===== src/rtl/pc_skip_pkg.sv =====
package pc_skip_pkg;
  localparam int OPND_W = 32;
  localparam int TGT_W  = 10;
  localparam int PAT_W  = OPND_W - TGT_W;

  typedef enum logic [2:0] {
    OP_PLAIN = 3'd0,
    OP_SKIP  = 3'd1,
    OP_JSKIP = 3'd2,
    OP_CSKIP = 3'd3,
    OP_JUMP  = 3'd4,
    OP_RET   = 3'd5
  } issue_op_e;
endpackage


===== src/rtl/skip_hop.sv =====
module skip_hop #(
  parameter int PC_W    = 14,
  parameter int PAT_W   = 22,
  parameter int MAX_HOP = 8
) (
  input  logic [PC_W-1:0]  raw_pc,
  input  logic [PAT_W-1:0] raw_pat,
  output logic [PC_W-1:0]  hop_pc,
  output logic [PAT_W-1:0] hop_pat
);
  localparam int HOP_W = $clog2(MAX_HOP + 1);

  logic [HOP_W-1:0] run_len;
  logic             in_run;

  // count the trailing ones of the mask, but stop at MAX_HOP
  always_comb begin
    in_run  = 1'b1;
    run_len = '0;
    for (int i = 0; i < MAX_HOP; i++) begin
      if (in_run && raw_pat[i]) run_len = run_len + 1'b1;
      else                      in_run  = 1'b0;
    end
  end

  assign hop_pc  = raw_pc + PC_W'(run_len);
  assign hop_pat = raw_pat >> run_len;
endmodule


===== src/rtl/ret_stack.sv =====
module ret_stack #(
  parameter int DEPTH = 8,
  parameter int DW    = 14
) (
  input  logic                     clk,
  input  logic                     rst_n,
  input  logic                     push,
  input  logic [DW-1:0]            push_addr,
  input  logic                     pop,
  output logic [DW-1:0]            pop_addr,
  output logic [$clog2(DEPTH+1)-1:0] depth
);
  localparam int PTR_W = $clog2(DEPTH);
  localparam int CNT_W = $clog2(DEPTH + 1);

  logic [DW-1:0]    slots [DEPTH];
  logic [PTR_W-1:0] wp_q, wp_d;
  logic [CNT_W-1:0] cnt_q, cnt_d;
  logic             empty;

  assign empty    = (cnt_q == '0);
  assign pop_addr = empty ? '0 : slots[wp_q - 1'b1];
  assign depth    = cnt_q;

  always_comb begin
    wp_d  = wp_q;
    cnt_d = cnt_q;
    if (push) begin
      wp_d = wp_q + 1'b1;
      if (cnt_q != CNT_W'(DEPTH)) cnt_d = cnt_q + 1'b1;
    end else if (pop && !empty) begin
      wp_d  = wp_q - 1'b1;
      cnt_d = cnt_q - 1'b1;
    end
  end

  always_ff @(posedge clk or negedge rst_n) begin
    if (!rst_n) begin
      wp_q  <= '0;
      cnt_q <= '0;
    end else begin
      wp_q  <= wp_d;
      cnt_q <= cnt_d;
    end
  end

  always_ff @(posedge clk) begin
    if (push) slots[wp_q] <= push_addr;
  end

  p_depth_bound_r10: assert property (@(posedge clk) disable iff (!rst_n)
    cnt_q <= CNT_W'(DEPTH));

  p_push_grows_r10: assert property (@(posedge clk) disable iff (!rst_n)
    push && (cnt_q < CNT_W'(DEPTH)) |=> cnt_q == $past(cnt_q) + 1'b1);

  p_empty_pop_r10: assert property (@(posedge clk) disable iff (!rst_n)
    pop && !push && empty |=> cnt_q == '0);
endmodule


===== src/rtl/pc_skip_seq.sv =====
module pc_skip_seq
  import pc_skip_pkg::*;
#(
  parameter int BASE_W   = 4,
  parameter int MAX_HOP  = 8,
  parameter int RS_DEPTH = 8,
  localparam int PC_W    = TGT_W + BASE_W,
  localparam int DEPTH_W = $clog2(RS_DEPTH + 1)
) (
  input  logic                clk,
  input  logic                rst_n,
  input  logic                issue_valid,
  input  logic [2:0]          issue_op,
  input  logic [OPND_W-1:0]   issue_operand,
  input  logic [BASE_W-1:0]   ext_base,
  input  logic                ext_mode,
  input  logic                loop_wrap,
  input  logic [PC_W-1:0]     loop_top,
  output logic [PC_W-1:0]     pc_o,
  output logic                exec_o,
  output logic [DEPTH_W-1:0]  rs_depth_o
);
  logic [PC_W-1:0]  pc_q, pc_d, raw_pc, hop_pc, ret_addr, skip_tgt;
  logic [PAT_W-1:0] pat_q, pat_d, raw_pat, hop_pat;
  logic             live, do_push, do_pop;
  issue_op_e        op;

  assign op       = issue_op_e'(issue_op);
  assign live     = !pat_q[0];
  assign skip_tgt = {ext_base, issue_operand[TGT_W-1:0]};

  // position and mask before the run of cancelled slots is stepped over
  always_comb begin
    raw_pc  = pc_q + 1'b1;
    raw_pat = pat_q >> 1;
    do_push = 1'b0;
    do_pop  = 1'b0;
    if (loop_wrap) begin
      raw_pc  = loop_top;
      raw_pat = ext_mode ? (pat_q >> 2) : (pat_q >> 1);
    end
    if (issue_valid && live) begin
      case (op)
        OP_SKIP:  raw_pat = issue_operand[PAT_W-1:0];
        OP_JSKIP: begin
          raw_pc  = skip_tgt;
          raw_pat = issue_operand[OPND_W-1:TGT_W];
        end
        OP_CSKIP: begin
          raw_pc  = skip_tgt;
          raw_pat = issue_operand[OPND_W-1:TGT_W];
          do_push = 1'b1;
        end
        OP_JUMP: begin
          raw_pc  = issue_operand[PC_W-1:0];
          raw_pat = '0;
        end
        OP_RET: begin
          raw_pc = ret_addr;
          do_pop = 1'b1;
        end
        default: ;
      endcase
    end
  end

  skip_hop #(.PC_W(PC_W), .PAT_W(PAT_W), .MAX_HOP(MAX_HOP)) i_hop (
    .raw_pc  (raw_pc),
    .raw_pat (raw_pat),
    .hop_pc  (hop_pc),
    .hop_pat (hop_pat)
  );

  ret_stack #(.DEPTH(RS_DEPTH), .DW(PC_W)) i_rs (
    .clk       (clk),
    .rst_n     (rst_n),
    .push      (do_push),
    .push_addr (pc_q + 1'b1),
    .pop       (do_pop),
    .pop_addr  (ret_addr),
    .depth     (rs_depth_o)
  );

  assign pc_d  = issue_valid ? hop_pc  : pc_q;
  assign pat_d = issue_valid ? hop_pat : pat_q;

  always_ff @(posedge clk or negedge rst_n) begin
    if (!rst_n) begin
      pc_q  <= '0;
      pat_q <= '0;
    end else begin
      pc_q  <= pc_d;
      pat_q <= pat_d;
    end
  end

  assign pc_o   = pc_q;
  assign exec_o = live;

  p_hold_r2: assert property (@(posedge clk) disable iff (!rst_n)
    !issue_valid |=> $stable(pc_o) && $stable(exec_o) && $stable(rs_depth_o));

  p_step_r2: assert property (@(posedge clk) disable iff (!rst_n)
    issue_valid && exec_o && (issue_op == 3'd0) && !loop_wrap && !pat_q[1]
    |=> (pc_o == $past(pc_o) + 1'b1) && exec_o);

  p_jump_clears_r8: assert property (@(posedge clk) disable iff (!rst_n)
    issue_valid && exec_o && (issue_op == 3'd4)
    |=> exec_o && (pc_o == $past(issue_operand[PC_W-1:0])));

  p_cancel_ignored_r5: assert property (@(posedge clk) disable iff (!rst_n)
    issue_valid && !exec_o |=> $stable(rs_depth_o));
endmodule


===== config.mk =====
export PLATFORM = sky130hd
export DESIGN_NAME = pc_skip_seq
export DESIGN_NICKNAME = d
export VERILOG_FILES = /design/src/rtl/pc_skip_pkg.sv /design/src/rtl/skip_hop.sv /design/src/rtl/ret_stack.sv /design/src/rtl/pc_skip_seq.sv
export SDC_FILE = /design/constraint.sdc
export NUM_CORES = 1
export LEC_CHECK = 0
export ABC_AREA = 0
export CELL_PAD_IN_SITES_DETAIL_PLACEMENT = 0
export CELL_PAD_IN_SITES_GLOBAL_PLACEMENT = 1
export CORE_MARGIN = 3
export CORE_UTILIZATION = 48
export DETAILED_ROUTE_END_ITERATION = 8
export DONT_BUFFER_PORTS = 1
export MAX_ROUTING_LAYER = met4
export PLACE_DENSITY = 0.86
export SYNTH_ARGS = -nofsm -noshare
export SYNTH_HDL_FRONTEND = slang
export SYNTH_SLANG_ARGS = --single-unit

===== constraint.sdc =====
create_clock -name clk -period 16.66 [get_ports clk]
set_input_delay 3.332 -clock clk [delete_from_list [all_inputs] [get_ports clk]]
set_output_delay 3.332 -clock clk [all_outputs]
set_load 0.01 [all_outputs]

==> results.cfg <==
[synth]
prevailing_post_synth_register_cell = edfxtp_1
postSynthAreaPerCell_sq_um = 11.83
synth-seq-area-share_pct = 47.93
ys_types = 85
synth.net_count = 858
netlist_area_sq_um = 9261
ys_warn_count = 0
edff_count_synth = 112
synth-seq-cells = 155
synth.top_cell.area_share_pct = 36.31
netlist_top_cells_area = edfxtp_1 (36%), dfrtp_1 (12%), mux2i_1 (7.0%), mux4_2 (6.8%), mux2_2 (3.0%)
synthArstFlopShare_pct = 27.74
synthDominantAreaCellType = edfxtp_1
postSynthCellCount = 783

[final_layout]
layout_commonest_cell = edfxtp_1
area_growth_pct = 9.065
diode_insertion_count_for_antenna_repair = 0
finalNetCount = 842
filler_cell_count = 1552
drive_gt1_share_pct = 16.41
postLayoutCoreUtil_pct = 53.64
most-common-layout-cells = edfxtp_1 (112), mux2i_1 (65), nand2_1 (55)

[sta]
setup_violations = 0
fmaxAchievable_mhz = 102.6
final-max-slew-violation-count = 0
layout_setup_ws_ps = 6911
timing_worst_slew_pin_value_ps = 1105
rsz_0062_raised_after_global_routing = false
clock_skew_ps = 10.65
final.min_clock_period_ps = 9749
headroom_to_the_max_slew_limit_pct = 26.36
layout_worst_path_cycle_share_pct = 58.52
hold_violations = 0
totalNegativeSetupSlack_ps = 0
hold_ws_ps = 521.7

[die]
coreArea_sq_um = 18830
number_of_top_level_design_ports = 77
initial_utilization_pct = 49.18
die_height_microns = 144.9
fp.dieArea_sq_um = 21000
die_wd_microns = 144.9
fp-row-count = 50

[power_and_ir_drop]
power.total_uw = 1539
worst_ir_drop_vdd_uv = 78.73
p_leak_uw = 0.003764
cellPowerDensity_nw_per_um2 = 152.4

[min_path]
holdCritStartpoint = pat_q[14]
hold_path.class = reg -> reg
hold_path_end = pat_q[14]
whs_path_depth = 1

[cts]
cts.clk_slew.worst_paths_ps = 70
ctsLongestPathBuffers = 2
post_cts_resize_count = 0
clk_latency_ps = 430
ctsHoldBuffers = 0
numCtsBuffers = 17
htreeDepth = 4
post_cts_buffers = 0
cts_tree = yes
clock-root-buffer = clkbuf_16
cts.sink_count = 155

[setup_path]
r2r_cells = 26
setup.worst_path.end_class = flop
critical_path_peak_fanout = 37
critical_path_class = in -> reg
worstPathRequired_ps = 16980
rrSetupSlack_ps = 9320
setup.worst_path.start_class = input port
worstReg2RegEnd = pc_o[13]
crit_arrival_ps = 10070
timing.rr.start = pat_q[0]

[route]
first_iter_violations = 914
detail_route.first_pass.iterations = 7
wire_per_inst_microns = 26.11
antenna_left = 0
route.detailed.drc = 0
detail_route.wirelength_mm = 27.15
drt-vias-per-instance = 6.613
vias = 6877

[global_routing]
wire_length_of_the_first_global_routing_pass_mm = 41.53
grt-ovfl-total = 0
largest_net_degree_at_the_start_of_global_routing = 44
via_count_of_the_first_global_routing_pass = 6630
initial_antenna_violation_count = 0
grt.total_usage_pct = 26.57

[placement]
detailedPlace.worstSlack_ps = 6703
buffers_added_on_ports = 0
place_hpwl_mm = 19.62
gpl.final_weighted_congestion = 0.9069

[run]
timing.max_cap.violations = 0

[run_status]
status = finished, final reports clean
[worst max-delay path, stage by stage]
cell and delay, ps:
nor2b_1 660, nand3_1 650, a31oi_1 540, a21boi_0 390, ha_1 320, nor2_1 110
nor2_1 50, ha_1 320, a21oi_1 190, mux2_2 200, nor2_1 40, nor2_1 110
ha_1 180, inv_1 50, o21ai_0 200, a21oi_2 130, xnor2_4 670, inv_2 280
ha_1 420, a21oi_1 110, nor2b_1 120, o21bai_1 130, nor3_1 300, nand3_1 140
xnor2_1 150, mux2_2 260
[metrics by stage]
| step | instance area, sq um | instances |
|---|---|---|
| 2_1_floorplan | 9261 | 783 |
| 3_3_place_gp | 9504 | 1008 |
| 3_5_place_dp | 9504 | 1008 |
| 4_1_cts | 10100 | 1040 |
| 5_1_grt | 10100 | 1040 |
| 6_report | 10100 | 1040 |
[per-layer routing]
| layer | up-vias | routed length (microns) | GRT usage [%] | share of wire, % |
|---|---|---|---|---|
| li1 | 3013 | - | - | - |
| met4 | 0 | 830 | 8.646 | 3.1 |
| met3 | 51 | 2814 | 7.058 | 10 |
| met5 | - | 0 | - | 0 |
| met2 | 369 | 12030 | 38.26 | 44 |
| met1 | 3444 | 11480 | 37.04 | 42 |
[cell families (layout without fill, tap and decap cells)]
| logic type | count (synthesis) | in the layout | synth area share [%] |
|---|---|---|---|
| flip-flops | 155 | 155 | 47.93 |
| AO/OA/AOI/OAI | 194 | 194 | 15.28 |
| AND/OR/NAND/NOR | 192 | 192 | 9.930 |
| buffers and inverters | 71 | 68 | 3.337 |
| XOR/XNOR | 32 | 32 | 3.513 |
| multiplexers | 122 | 122 | 17.55 |
| adder cells (fa/ha/maj) | 17 | 17 | 2.459 |
[sequential cells by signal (all words and copies together) (netlist names)]
register and count:
pc_o 14, pat_q 22, i_rs.slots 112, i_rs.depth 4
i_rs.wp_q 3
[synth_stat cells, drive strengths merged, types with 14 or more instances]
| master | n |
|---|---|
| a21oi | 34 |
| a22o | 14 |
| buf | 22 |
| clkbuf | 26 |
| dfrtp | 43 |
| edfxtp | 112 |
| ha | 15 |
| inv | 22 |
| mux2 | 27 |
| mux2i | 67 |
| mux4 | 28 |
| nand2 | 55 |
| nand3 | 30 |
| nor2 | 51 |
| nor3 | 15 |
| o21ai | 39 |
| xnor2 | 24 |
[how the worst max path moves through the flow]
stage	start	end	slack [ps]
global route	issue_valid	pc_o[13]	6490
CTS	issue_valid	pc_o[13]	7140
finish	issue_valid	pc_o[13]	6910
detailed placement	issue_valid	pc_o[13]	6700
global placement	issue_valid	pc_o[13]	7020
floorplan	issue_valid	pc_o[13]	8050
[cell type report]
class	instances	area [sq um]	share of cell area, %
clock buffers	17	425.4	4.212
clock inverters	15	171.4	1.697
inverters	23	86.33	0.8547
multi-input cells	557	4554	45.09
flip-flops and latches	155	4441	43.96
well taps	260	325.3	3.221
repair buffers	13	97.59	0.9662
[where the power goes]
part           switching (uW)  leakage, uW  internal (uW)  total, uW
registers                91.9      0.00155            492        584
clock network             176     0.000290            214        390
logic                     320      0.00193            246        565
total                     588      0.00376            952       1540
(Power assumes the default switching activity.)
